$ cat config.mk
export PLATFORM = sky130hd
export DESIGN_NAME = cart_bank_ctrl
export DESIGN_NICKNAME = d
export VERILOG_FILES = /design/src/rtl/cart_bank_pkg.sv /design/src/rtl/cart_bank_dec.sv /design/src/rtl/cart_bank_path.sv /design/src/rtl/cart_bank_ctrl.sv
export SDC_FILE = /design/constraint.sdc
export NUM_CORES = 1
export LEC_CHECK = 0
export ABC_AREA = 1
export BUFFER_PORTS_ARGS = -buffer_cell sky130_fd_sc_hd__clkbuf_2
export CAP_MARGIN = 40
export CORE_AREA = 4 4 58 60
export CTS_CLUSTER_DIAMETER = 200
export DETAILED_ROUTE_END_ITERATION = 10
export DIE_AREA = 0 0 62 64
export GPL_ROUTABILITY_DRIVEN = 0
export HOLD_SLACK_MARGIN = 0.1
export PLACE_DENSITY = 0.79
export SYNTH_ARGS = -nofsm -noshare
export SYNTH_HDL_FRONTEND = slang
export SYNTH_SLANG_ARGS = --single-unit
$ cat constraint.sdc
create_clock -name clk -period 0.9 [get_ports clk]
set_input_delay 0 -clock clk [delete_from_list [all_inputs] [get_ports clk]]
set_output_delay 0 -clock clk [all_outputs]
set_load 0.05 [all_outputs]
$ cat src/rtl/cart_bank_pkg.sv
package cart_bank_pkg;

  // CPU bus address width; region decoding depends on its top bits
  localparam int unsigned CPU_AW = 16;

  typedef enum logic {
    MODE_ROM = 1'b0,
    MODE_RAM = 1'b1
  } bankMode_e;

  // Strobes from the region decoder to the datapath
  typedef struct packed {
    logic ramOnSet;   // enable key written
    logic ramOnClr;   // disable key written
    logic loBankLd;   // lower ROM bank load
    logic hiFieldLd;  // upper field load
    logic modeLd;     // banking mode load
    logic inRomLow;   // access in fixed ROM window
    logic inRomHigh;  // access in switchable ROM window
    logic ramAccess;  // read or write in RAM window
    logic ramWrite;   // write in RAM window
  } bankStrobe_t;

endpackage

$ cat src/rtl/cart_bank_dec.sv
module cart_bank_dec
  import cart_bank_pkg::*;
#(
  parameter int unsigned DATA_W = 8,
  parameter logic [DATA_W-1:0] ENABLE_KEY  = 'h0A,
  parameter logic [DATA_W-1:0] DISABLE_KEY = 'h00
) (
  input  logic [2:0]        cpuRegion,
  input  logic [DATA_W-1:0] cpuWrData,
  input  logic              cpuWr,
  input  logic              cpuRd,
  output bankStrobe_t       strobe
);

  localparam logic [2:0] REG_ENABLE = 3'b000;
  localparam logic [2:0] REG_LOBANK = 3'b001;
  localparam logic [2:0] REG_HIFLD  = 3'b010;
  localparam logic [2:0] REG_MODE   = 3'b011;
  localparam logic [2:0] WIN_RAM    = 3'b101;

  logic inRam;

  assign inRam = (cpuRegion == WIN_RAM);

  always_comb begin
    strobe           = '0;
    strobe.inRomLow  = (cpuRegion[2:1] == 2'b00);
    strobe.inRomHigh = (cpuRegion[2:1] == 2'b01);
    strobe.ramAccess = inRam && (cpuRd || cpuWr);
    strobe.ramWrite  = inRam && cpuWr;
    if (cpuWr) begin
      unique case (cpuRegion)
        REG_ENABLE: begin
          strobe.ramOnSet = (cpuWrData == ENABLE_KEY);
          strobe.ramOnClr = (cpuWrData == DISABLE_KEY);
        end
        REG_LOBANK: strobe.loBankLd  = 1'b1;
        REG_HIFLD:  strobe.hiFieldLd = 1'b1;
        REG_MODE:   strobe.modeLd    = 1'b1;
        default: ;
      endcase
    end
  end

endmodule

$ cat src/rtl/cart_bank_path.sv
module cart_bank_path
  import cart_bank_pkg::*;
#(
  parameter int unsigned DATA_W  = 8,
  parameter int unsigned LO_BITS = 5,
  parameter int unsigned HI_BITS = 2,
  parameter int unsigned ROM_WIN = 14,
  parameter int unsigned RAM_WIN = 13,
  localparam int unsigned ROM_BANK_W = LO_BITS + HI_BITS,
  localparam int unsigned ROM_AW     = ROM_WIN + ROM_BANK_W,
  localparam int unsigned RAM_AW     = RAM_WIN + HI_BITS
) (
  input  logic              clk,
  input  logic              rstN,
  input  bankStrobe_t       strobe,
  input  logic [ROM_WIN-1:0] cpuOffset,
  input  logic [DATA_W-1:0] cpuWrData,
  input  logic [DATA_W-1:0] romData,
  input  logic [DATA_W-1:0] ramData,
  output logic [ROM_AW-1:0] romAddr,
  output logic [RAM_AW-1:0] ramAddr,
  output logic [DATA_W-1:0] ramWrData,
  output logic              ramWe,
  output logic              ramCe,
  output logic [DATA_W-1:0] cpuRdData
);

  logic              ramOn;
  logic [LO_BITS-1:0] loBank;
  logic [HI_BITS-1:0] hiField;
  bankMode_e          bankMode;

  logic [LO_BITS-1:0] loNext;
  logic [HI_BITS-1:0] romHi;
  logic [HI_BITS-1:0] ramBank;
  logic [ROM_BANK_W-1:0] romBank;

  // Zero is never stored: it would alias the fixed window
  assign loNext = (cpuWrData[LO_BITS-1:0] == '0) ? LO_BITS'(1) : cpuWrData[LO_BITS-1:0];

  always_ff @(posedge clk or negedge rstN) begin
    if (!rstN) begin
      ramOn    <= 1'b0;
      loBank   <= LO_BITS'(1);
      hiField  <= '0;
      bankMode <= MODE_ROM;
    end else begin
      if (strobe.ramOnSet)
        ramOn <= 1'b1;
      else if (strobe.ramOnClr)
        ramOn <= 1'b0;
      if (strobe.loBankLd)
        loBank <= loNext;
      if (strobe.hiFieldLd)
        hiField <= cpuWrData[HI_BITS-1:0];
      if (strobe.modeLd)
        bankMode <= bankMode_e'(cpuWrData[0]);
    end
  end

  // Upper field steered to ROM or RAM bank bits by the mode
  for (genvar g = 0; g < HI_BITS; g++) begin : g_steer
    assign romHi[g]   = hiField[g] & (bankMode == MODE_ROM);
    assign ramBank[g] = hiField[g] & (bankMode == MODE_RAM);
  end

  assign romBank = {romHi, loBank};

  always_comb begin
    if (strobe.inRomLow)
      romAddr = {{ROM_BANK_W{1'b0}}, cpuOffset};
    else
      romAddr = {romBank, cpuOffset};
  end

  assign ramAddr   = {ramBank, cpuOffset[RAM_WIN-1:0]};
  assign ramWrData = cpuWrData;
  assign ramCe     = strobe.ramAccess && ramOn;
  assign ramWe     = strobe.ramWrite && ramOn;

  always_comb begin
    if (strobe.inRomLow || strobe.inRomHigh)
      cpuRdData = romData;
    else if (strobe.ramAccess && ramOn)
      cpuRdData = ramData;
    else
      cpuRdData = '1;
  end

endmodule

$ cat src/rtl/cart_bank_ctrl.sv
module cart_bank_ctrl
  import cart_bank_pkg::*;
#(
  parameter int unsigned DATA_W  = 8,
  parameter int unsigned LO_BITS = 5,
  parameter int unsigned HI_BITS = 2,
  parameter int unsigned ROM_WIN = 14,
  parameter int unsigned RAM_WIN = 13,
  localparam int unsigned ROM_AW = ROM_WIN + LO_BITS + HI_BITS,
  localparam int unsigned RAM_AW = RAM_WIN + HI_BITS
) (
  input  logic              clk,
  input  logic              rstN,
  input  logic [CPU_AW-1:0] cpuAddr,
  input  logic [DATA_W-1:0] cpuWrData,
  input  logic              cpuWr,
  input  logic              cpuRd,
  output logic [DATA_W-1:0] cpuRdData,
  output logic [ROM_AW-1:0] romAddr,
  input  logic [DATA_W-1:0] romData,
  output logic [RAM_AW-1:0] ramAddr,
  input  logic [DATA_W-1:0] ramData,
  output logic [DATA_W-1:0] ramWrData,
  output logic              ramWe,
  output logic              ramCe
);

  bankStrobe_t strobe;

  cart_bank_dec #(
    .DATA_W (DATA_W)
  ) u_dec (
    .cpuRegion (cpuAddr[CPU_AW-1:CPU_AW-3]),
    .cpuWrData (cpuWrData),
    .cpuWr     (cpuWr),
    .cpuRd     (cpuRd),
    .strobe    (strobe)
  );

  cart_bank_path #(
    .DATA_W  (DATA_W),
    .LO_BITS (LO_BITS),
    .HI_BITS (HI_BITS),
    .ROM_WIN (ROM_WIN),
    .RAM_WIN (RAM_WIN)
  ) u_path (
    .clk       (clk),
    .rstN      (rstN),
    .strobe    (strobe),
    .cpuOffset (cpuAddr[ROM_WIN-1:0]),
    .cpuWrData (cpuWrData),
    .romData   (romData),
    .ramData   (ramData),
    .romAddr   (romAddr),
    .ramAddr   (ramAddr),
    .ramWrData (ramWrData),
    .ramWe     (ramWe),
    .ramCe     (ramCe),
    .cpuRdData (cpuRdData)
  );

endmodule

== Word-level counts from Yosys, hierarchy flattened ==
Cells that the tools add are included.
W data, S select, Z words.

* Flip-flop bits (word level): 9
* Input bits: 44

* Equality and inequality tests: 6
* Multiplexer cells: 11
* Bitwise gates (word level): 5
* Reduce and logical (&&, ||, !) cells: 11

{| class="wikitable"
|+ Operator list
! operator !! number
|-
| $mux W21 || 1
|-
| $mux W8 || 2
|-
| $mux W5 || 2
|-
| $eq A8 B4 Y1 const B || 1
|-
| $logic_not A8 Y1 || 1
|-
| $eq A3 B2 Y1 const B || 2
|-
| $logic_not A5 Y1 || 1
|-
| $mux W1 || 5
|-
| $and A1 B1 Y1 || 4
|-
| $logic_and A1 B1 Y1 || 4
|-
| $eq A3 B1 Y1 const B || 1
|-
| $eq A3 B3 Y1 const B || 1
|-
| $logic_not A3 Y1 || 1
|-
| $eq A2 B1 Y1 const B || 1
|-
| $logic_not A2 Y1 || 1
|-
| $logic_or A1 B1 Y1 || 2
|-
| $mux W2 || 1
|-
| $reduce_bool A2 Y1 || 1
|-
| $not A1 Y1 || 1
|}

== Depth between registers and ports, before layout ==
Gate-level depths: netlist of the first run.

* Depth in word-level cells: 5
* Gate-level depth with buffers: 6
* Depth with buffers taken out: 6

== Cells and area by module ==
A second synthesis of the first run with hierarchy kept.

* Cell total of the unflattened synthesis: 149
* Area, all modules: 954.7 um2

{| class="wikitable"
|+ By module, submodules not included
! module !! times used !! cells an instance !! area an instance (um2)
|-
| cart_bank_path || 1 || 120 || 832.0
|-
| cart_bank_dec || 1 || 29 || 122.6
|}

== Least setup slack after synthesis of the first run ==
OpenSTA, ideal clock, no wires.

* Path kind: register to output
* Start: register u_path.ramOn
* End: output ramWe
* Data arrival time: 1864 ps
* Setup slack: -964 ps
* Stages on the path, launching flop included: 3
* Path through: dfrtp_1 inv_1 nor4_1

* Cells in the longest elaborated chain, start to end: 1

{| class="wikitable"
|+ RTL lines
! item !! line !! source
|-
| start, declared || cart_bank_path.sv:28 || <nowiki>logic ramOn;</nowiki>
|-
| start signal, assigned || cart_bank_path.sv:43 || <nowiki>ramOn <= 1'b0;</nowiki>
|-
| start signal, assigned || cart_bank_path.sv:49 || <nowiki>ramOn <= 1'b1;</nowiki>
|-
| start signal, assigned || cart_bank_path.sv:51 || <nowiki>ramOn <= 1'b0;</nowiki>
|-
| $logic_and A1 B1 Y1 || cart_bank_path.sv:79 || <nowiki>assign ramWe = strobe.ramWrite && ramOn;</nowiki>
|-
| end, declared || cart_bank_ctrl.sv:24 || <nowiki>output logic ramWe,</nowiki>
|}

No other way between the ends.

== Worst setup path after layout of the first run ==
* Start: register u_path.ramOn
* End: output cpuRdData[0]

* Cells in the longest elaborated chain, start to end: 3

{| class="wikitable"
|+ RTL lines
! item !! line !! source
|-
| $logic_and A1 B1 Y1 || cart_bank_path.sv:84 || <nowiki>else if (strobe.ramAccess && ramOn)</nowiki>
|-
| $mux W8 || cart_bank_path.sv:84 ||
|-
| $mux W8 || cart_bank_path.sv:82 || <nowiki>if (strobe.inRomLow || strobe.inRomHigh)</nowiki>
|-
| end, declared || cart_bank_ctrl.sv:18 || <nowiki>output logic [DATA_W-1:0] cpuRdData,</nowiki>
|}

No other way between the ends.

==> results.ini, run 1 <==
[clock_network]
cts_sinks = 9
ctsHtreeMaxLevel = 1
cts_root_buf = clkbuf_4
cts_tree = done
cts_buffers = 3
insertion_delay_ns = 0.26
cts_buffer_depth = 2
clk_pin_slew_ns = 0.07

[sta]
tightest_slew_ns = 0.584
skew_ns = 0
timing.final.ws_setup_ns = -0.417
holdWs_ns = 0.116
grt_setup_unrepaired = yes
fmax_mhz = 759
drv_slew = 0
hold_violations = 0
relSlewSlack_pct = 61.1
fin_crit_sh_pct = 146
finalCriticalPeriod_ns = 1.32
setup_violations = 18
final.setup.tns_ns = -4.30

[run]
maxCapViolCount = 0

[grt]
grt_max_degree = 10
grt_use_total_pct = 13.3
grt_pass1_vias = 968
grt_pass1_wl_um = 4070
overflow = 0
antenna_found_initial = 0

[place]
placed_area_mm2 = 0.00123
portBuffers = 58
hpwl_um = 1840
preCtsSetupSlack_ns = -0.178
placed_cells = 205

[yosys]
synth.distinct_cells = 21
netlist.area_leader.share_pct = 26.6
yosys_register_bits = 9
syn_area_um2 = 987
syn_nets = 183
synthCells = 139
synth_top_area_cell = buf_4
ys.warnings.count = 0
synthTopCellsByArea = buf_4 (27%), dfrtp_1 (20%), o21bai_2 (9.1%), inv_1 (8.0%), nor2_1 (7.6%)
avgSynthCellArea_um2 = 7.10
yosysSeqAreaShare_pct = 22.9

[critical_path]
critPathSlowestCell = dfrtp_1
critPathKind = reg -> out
crit_path_end_kind = output pin
required_ns = 0.90
path_cells = inv_2 > nor2_4 > nand2_4 > o21bai_4 > clkinvlp_4 > buf_8
path_buf_inv = 3
path_delay_family = flip-flops
max_stage_delay_ns = 0.36
cp_max_fo = 5
critPathLaunchType = flip-flop
arrival_ns = 1.32

[route]
first_iter_violations = 12
drt.antenna.violating_nets = 0
routed_wl_um = 2900
firstDrtPassIters = 2
post-route-drc-count = 0
vias = 1072
detail_route.wl_per_cell_um = 11.6
viasPerCell = 4.31

[die]
initial_core_util_pct = 33.7
design.die.area_mm2 = 0.00397
die_x_um = 62
coreArea_mm2 = 0.00293
num_rows = 20
ios = 98
die_h_um = 64

[power]
power.leakage_nw = 1.09
p_per_area_mw_per_mm2 = 1260
ir_drop_mv = 1.14

[final_layout]
area_delta_synth_final_pct = 92.6
layout.nets = 261
fin_cells = 249
n_antenna_cell = 0
layout-drive-gt1-share_pct = 63.4
fin_area_mm2 = 0.00190

[hold_path]
min_path_type = in -> async

[outcome]
outcome = finished, violations left
violations = setup timing

worst reg2reg max path: cells and delay by family (launching register included):
kind / cells / cell delay (ns)
buffers and inverters: 1 / 0.16
AND/OR/NAND/NOR: 1 / 0.05
AO/OA/AOI/OAI: 1 / 0.05
flip-flops: 1 / 0.47
timing repair:
item / CTS / global route
cloned: 1 / 0
setup endpoints to repair: 19 / 40
buffers inserted: 4 / 3
resized for setup: 36 / 50
hold buffers: 19 / 1
endpoints found under the hold margin: 44 / 1
pin swaps: 8 / 3
area by class of cell:
| cell class | instances | area, um2 |
|---|---|---|
| fill | 241 | 1030 |
| timing repair buffer | 108 | 997 |
| multi-input combinational | 70 | 507 |
| sequential | 9 | 228 |
| inverter | 25 | 103 |
| tap | 33 | 41.3 |
| clock buffer | 4 | 26.3 |
metal layers:
layer	track usage, %	part of all wire, %
met1	15.2	34
met2	23.4	54
met3	1.62	11
met4	6.37	1.6
met5	0	0
report_power, final:
| group | switching, mW | internal [mW] |
|---|---|---|
| Sequential | 0.0607 | 0.483 |
| Clock | 0.150 | 0.171 |
| Combinational | 0.920 | 0.606 |
| Total | 1.13 | 1.26 |
synth_stat cells:
| master | count |
|---|---|
| buf_4 | 35 |
| buf_6 | 1 |
| dfrtp_1 | 8 |
| dfstp_2 | 1 |
| inv_1 | 21 |
| inv_2 | 3 |
| inv_4 | 1 |
| nand2_1 | 19 |
| nand2_2 | 1 |
| nand2_4 | 1 |
| nand3_1 | 3 |
| nand3_4 | 1 |
| nor2_1 | 20 |
| nor2_2 | 2 |
| nor2_4 | 2 |
| nor3_1 | 1 |
| nor3b_1 | 2 |
| nor4_1 | 1 |
| o21ai_1 | 7 |
| o21bai_1 | 1 |
| o21bai_2 | 8 |
metrics by stage:
stage / total power, mW / util (%)
6_report: 2.39 / 65.0
5_1_grt: 2.50 / 65.0
4_1_cts: 2.20 / 55.5
3_5_place_dp: 1.42 / 42.0
3_3_place_gp: 1.41 / 42.0
2_1_floorplan: 1.50 / -
worst paths after layout:
check | to | cells after the start | slack (ns) | from
worst max-delay path | cpuRdData[0] | 6 | -0.42 | u_path.ramOn$_DFFE_PN0P_
worst min-delay path | u_path.hiField[1]$_DFFE_PN0P_ | 2 | 0.12 | rstN
worst max register to register | u_path.bankMode$_DFFE_PN0P_ | 3 | 0.06 | u_path.bankMode$_DFFE_PN0P_
worst min register to register | u_path.loBank[0]$_DFFE_PN1P_ | 2 | 0.48 | u_path.loBank[0]$_DFFE_PN1P_
max in group asynchronous | u_path.loBank[0]$_DFFE_PN1P_ | 2 | 0.52 | rstN
min in group clk | u_path.ramOn$_DFFE_PN0P_ | 6 | 0.12 | cpuWrData[7]
placed cells by master (no fill, tap or decap), types with 3 or more instances in the layout:
cell and instances:
inv_1 10, nand2_1 17, inv_2 12, o21bai_4 3
nor2_4 6, nor2_1 14, nor2_2 4, dfrtp_1 7
o21ai_1 7, nand2_2 3, buf_4 15, o21bai_2 5
clkbuf_2 39, buf_6 18, dlymetal6s4s_1 13, nand3_1 3
dlygate4sd3_1 6, clkbuf_4 3, buf_8 14
registers in the layout, indices dropped and copies added, names as in the netlist:
register,cells
u_path.bankMode,1
u_path.ramOn,1
u_path.loBank,5
u_path.hiField,2
logic make-up (layout without fill, tap and decap cells):
family,count (synthesis),after routing,share of synthesized area [%]
compound gates,16,16,13.4
buf+inv,61,137,37.5
flops,9,9,22.9
simple gates,53,54,26.1
(Power assumes the default switching activity.)
==> inputs of run 2 (changes only) <==
--- a/config.mk
+++ b/config.mk
@@ -15,6 +15,7 @@
 export GPL_ROUTABILITY_DRIVEN = 0
 export HOLD_SLACK_MARGIN = 0.1
 export PLACE_DENSITY = 0.79
+export SKIP_CTS_REPAIR_TIMING = 1
 export SYNTH_ARGS = -nofsm -noshare
 export SYNTH_HDL_FRONTEND = slang
 export SYNTH_SLANG_ARGS = --single-unit
==> results.ini, run 2 (synthesis results as in run 1) <==
[sta]
holdWs_ns = 0.105
fmax_mhz = 776
finalCriticalPeriod_ns = 1.29
relSlewSlack_pct = 33.9
hold_violations = 0
skew_ns = 0
drv_slew = 0
grt_setup_unrepaired = yes
setup_violations = 42
timing.final.ws_setup_ns = -0.389
tightest_slew_ns = 0.989
fin_crit_sh_pct = 143

[clock_network]
cts_buffers = 3
ctsHtreeMaxLevel = 1
clk_pin_slew_ns = 0.07
cts_buffer_depth = 2
cts_tree = done
cts_sinks = 9
cts_root_buf = clkbuf_4
insertion_delay_ns = 0.26

[route]
post-route-drc-count = 0
viasPerCell = 4.25
firstDrtPassIters = 4
drt.antenna.violating_nets = 0
detail_route.wl_per_cell_um = 11.1
routed_wl_um = 2580
first_iter_violations = 13
vias = 990

[final_layout]
top_register = u_path.loBank
top_regs = u_path.loBank: 5 flops, u_path.hiField: 2 flops
final_common_cell = clkbuf_2
largest_reg_flops = 5
fin_area_mm2 = 0.00158
area_delta_synth_final_pct = 60.1
final_cell_mix = clkbuf_2 (39), nand2_1 (19), dlygate4sd3_1 (19)
layout-drive-gt1-share_pct = 56.0
fin_util_pct = 54.0
n_antenna_cell = 0
layout.nets = 245
fin_cells = 233

[die]
design.die.area_mm2 = 0.00397
coreArea_mm2 = 0.00293
die_h_um = 64
die_x_um = 62
initial_core_util_pct = 33.7
num_rows = 20
ios = 98

[power]
ir_drop_mv = 1.14
power.leakage_nw = 0.848
total_power_mw = 2.18
p_per_area_mw_per_mm2 = 1380

[grt]
grt_util_met3_pct = 1.21
use_met1_pct = 11.9
grt_max_degree = 10
grt_pass1_vias = 796
use_met2_pct = 19.2
grt_pass1_wl_um = 3370
antenna_found_initial = 0
grt-busiest-layer = met2
grt_use_total_pct = 11.2
overflow = 0

[critical_path]
crit_path_end_kind = output pin
arrival_ns = 1.29
critPathKind = reg -> out
required_ns = 0.90
critPathLaunchType = flip-flop
cp_max_fo = 5

[place]
hpwl_um = 1840
placed_cells = 205
portBuffers = 58
placed_area_mm2 = 0.00123

[outcome]
violations = setup timing
outcome = finished, violations left

[hold_path]
min_path_type = in -> reg

[run]
maxCapViolCount = 0

==> run 2: path summary, 6_finish.rpt <==
kind / slack, ns / end / depth (start not counted) / from
max: -0.39 / cpuRdData[0] / 6 / u_path.ramOn$_DFFE_PN0P_
min: 0.11 / u_path.ramOn$_DFFE_PN0P_ / 5 / cpuWrData[3]
max reg2reg: 0.08 / u_path.bankMode$_DFFE_PN0P_ / 3 / u_path.bankMode$_DFFE_PN0P_
min reg2reg: 0.48 / u_path.loBank[0]$_DFFE_PN1P_ / 2 / u_path.loBank[0]$_DFFE_PN1P_
max in group asynchronous: 0.52 / u_path.loBank[0]$_DFFE_PN1P_ / 2 / rstN
min in group asynchronous: 0.13 / u_path.ramOn$_DFFE_PN0P_ / 2 / rstN
==> run 2: layout make-up <==
class | count | area, um2
tap | 33 | 41.3
inverter | 25 | 100
clock buffer | 4 | 26.3
multi-input combinational | 70 | 467
timing repair buffer | 92 | 718
sequential | 9 | 228
fill | 271 | 1350
==> run 2: worst max-delay path: stages, from the launching register on <==
cell and delay (ns):
dfrtp_1 0.36, inv_2 0.06, nor2_4 0.12, nand2_4 0.10
o21bai_4 0.14, clkinvlp_4 0.09, buf_6 0.15
==> run 2: metal layers <==
layer / routed length (um) / share of wire (%) / vias up
li1: - / - / 508
met2: 1380 / 54 / 55
met3: 268 / 10 / 2
met4: 27 / 1.0 / 0
met1: 899 / 35 / 425
met5: 0 / 0 / -
==> run 2: through the flow <==
| step | TNS (ns) | setup slack [ns] |
|---|---|---|
| 2_1_floorplan | -0.981 | -0.107 |
| 3_3_place_gp | -1.08 | -0.160 |
| 3_5_place_dp | -1.19 | -0.178 |
| 4_1_cts | -5.73 | -0.462 |
| 5_1_grt | -13.18 | -0.483 |
| 6_report | -11.49 | -0.389 |
==> run 2: power breakdown <==
group / switching (mW) / total [mW] / leakage (nW) / internal (mW)
combinational: 0.869 / 1.32 / 0.723 / 0.455
sequential: 0.0551 / 0.538 / 0.110 / 0.483
clock: 0.151 / 0.322 / 0.0150 / 0.171
==> inputs of run 3 (changes only) <==
--- a/config.mk
+++ b/config.mk
@@ -7,7 +7,7 @@
 export LEC_CHECK = 0
 export ABC_AREA = 1
 export BUFFER_PORTS_ARGS = -buffer_cell sky130_fd_sc_hd__clkbuf_2
-export CAP_MARGIN = 40
+export CAP_MARGIN = 20
 export CORE_AREA = 4 4 58 60
 export CTS_CLUSTER_DIAMETER = 200
 export DETAILED_ROUTE_END_ITERATION = 10
@@ -15,6 +15,7 @@
 export GPL_ROUTABILITY_DRIVEN = 0
 export HOLD_SLACK_MARGIN = 0.1
 export PLACE_DENSITY = 0.79
+export SETUP_SLACK_MARGIN = 0.15
 export SKIP_CTS_REPAIR_TIMING = 1
 export SYNTH_ARGS = -nofsm -noshare
 export SYNTH_HDL_FRONTEND = slang
==> results.ini, run 3 (synthesis results as in run 1) <==
[grt]
overflow = 0
grt_max_degree = 10
grt_pass1_wl_um = 3400
grt_pass1_vias = 833
antenna_found_initial = 0
grt_use_total_pct = 11.3

[final_layout]
final_cell_mix = clkbuf_2 (39), dlygate4sd3_1 (19), nand2_1 (18)
layout-drive-gt1-share_pct = 60.0
final_common_cell = clkbuf_2
fin_cells = 233
area_delta_synth_final_pct = 65.9
top_regs = u_path.loBank: 5 flops, u_path.hiField: 2 flops
n_antenna_cell = 0
top_register = u_path.loBank
fin_util_pct = 55.9
largest_reg_flops = 5
layout.nets = 245

[clock_network]
ctsHtreeMaxLevel = 1
clk_pin_slew_ns = 0.07
cts_root_buf = clkbuf_4
cts_tree = done
insertion_delay_ns = 0.26
cts_buffers = 3
cts_sinks = 9
cts_buffer_depth = 2

[route]
vias = 994
first_iter_violations = 5
viasPerCell = 4.27
post-route-drc-count = 0
detail_route.wl_per_cell_um = 11.1
firstDrtPassIters = 4
routed_wl_um = 2590
drt.antenna.violating_nets = 0

[critical_path]
required_ns = 0.90
max_stage_delay_ns = 0.36
crit_path_end_kind = output pin
arrival_ns = 1.32
path_cells = inv_2 > nor2_4 > nand2_4 > o21bai_4 > clkinvlp_4 > buf_6
cp_max_fo = 5
path_delay_family = flip-flops
critPathSlowestCell = dfrtp_1
critPathKind = reg -> out
path_buf_inv = 3
critPathLaunchType = flip-flop

[sta]
timing.final.ws_setup_ns = -0.424
holdWs_ns = 0.0796
tightest_slew_ns = 0.994
relSlewSlack_pct = 33.5
skew_ns = 0
grt_setup_unrepaired = yes
finalCriticalPeriod_ns = 1.32
fmax_mhz = 755
setup_violations = 43
drv_slew = 0
hold_violations = 0
fin_crit_sh_pct = 147

[die]
ios = 98
die_h_um = 64
design.die.area_mm2 = 0.00397
die_x_um = 62
coreArea_mm2 = 0.00293
num_rows = 20
initial_core_util_pct = 33.7

[outcome]
outcome = finished, violations left
violations = setup timing

[power]
p_per_area_mw_per_mm2 = 1410
switching_share_pct = 48.8
clkPwrFrac_pct = 14.1
ir_drop_mv = 0.964
total_power_mw = 2.30
combPwrFrac_pct = 62.3
p_switching_mw = 1.12
p_seq_share_pct = 23.6
p_int_mw = 1.18
power.leakage_nw = 0.863

[place]
portBuffers = 58
placed_cells = 203
preCtsSetupSlack_ns = -0.184
hpwl_um = 1870

[hold_path]
min_path_type = in -> reg

[run]
maxCapViolCount = 0

[run 3: changes by cell type in the layout (fill, tap and decap cells not counted), moves of 3 or more]
| cell | delta |
|---|---|
| inv_2 | +5 |
| buf_8 | +3 |
| buf_2 | -3 |
| nor2_2 | -5 |
| nor2_4 | +5 |
| inv_1 | -5 |
[run 3: final timing paths]
kind | slack (ns) | from | endpoint | cells past startpoint
hold reg to reg | 0.50 | u_path.ramOn$_DFFE_PN0P_ | u_path.ramOn$_DFFE_PN0P_ | 2
max in group asynchronous | 0.52 | rstN | u_path.loBank[0]$_DFFE_PN1P_ | 2
setup / recovery | -0.42 | u_path.ramOn$_DFFE_PN0P_ | cpuRdData[0] | 6
setup reg to reg | 0.10 | u_path.bankMode$_DFFE_PN0P_ | u_path.bankMode$_DFFE_PN0P_ | 3
min in group asynchronous | 0.12 | rstN | u_path.ramOn$_DFFE_PN0P_ | 2
hold / removal | 0.08 | cpuWrData[1] | u_path.ramOn$_DFFE_PN0P_ | 5
[run 3: cell type report]
| class | instances | area (um2) |
|---|---|---|
| clock buffers | 4 | 26.3 |
| fillers | 275 | 1290 |
| inverters | 25 | 100 |
| multi-input cells | 70 | 502 |
| flip-flops and latches | 9 | 228 |
| well taps | 33 | 41.3 |
| repair buffers | 92 | 741 |
[run 3: worst min-delay path, stage by stage]
cell      delay [ns]
clkbuf_2        0.10
inv_1           0.06
nor3_1          0.05
nand2_1         0.05
nand2_1         0.05
[run 3: routing by layer]
metal / GRT usage, % / wire length, um / vias to the layer above
li1: - / - / 508
met3: 1.82 / 268 / 5
met4: 8.75 / 47 / 0
met1: 12.2 / 852 / 429
met5: 0 / 0 / -
met2: 18.8 / 1420 / 52
[run 3: per-stage QoR]
step	area [um2]	TNS (ns)
final	1640	-11.68
after detailed placement	1240	-1.42
after global routing	1640	-13.28
after floorplan	1090	-0.981
after CTS	1270	-5.87
after global placement	1240	-1.28
[run 3: power by group through the flow]
stage	combinational, mW	sequential (mW)	clock, mW
6_report	1.43	0.544	0.325
5_1_grt	1.52	0.551	0.353
4_1_cts	0.907	0.538	0.326
3_5_place_dp	0.906	0.545	0
3_3_place_gp	0.897	0.541	0
2_1_floorplan	1.00	0.531	0
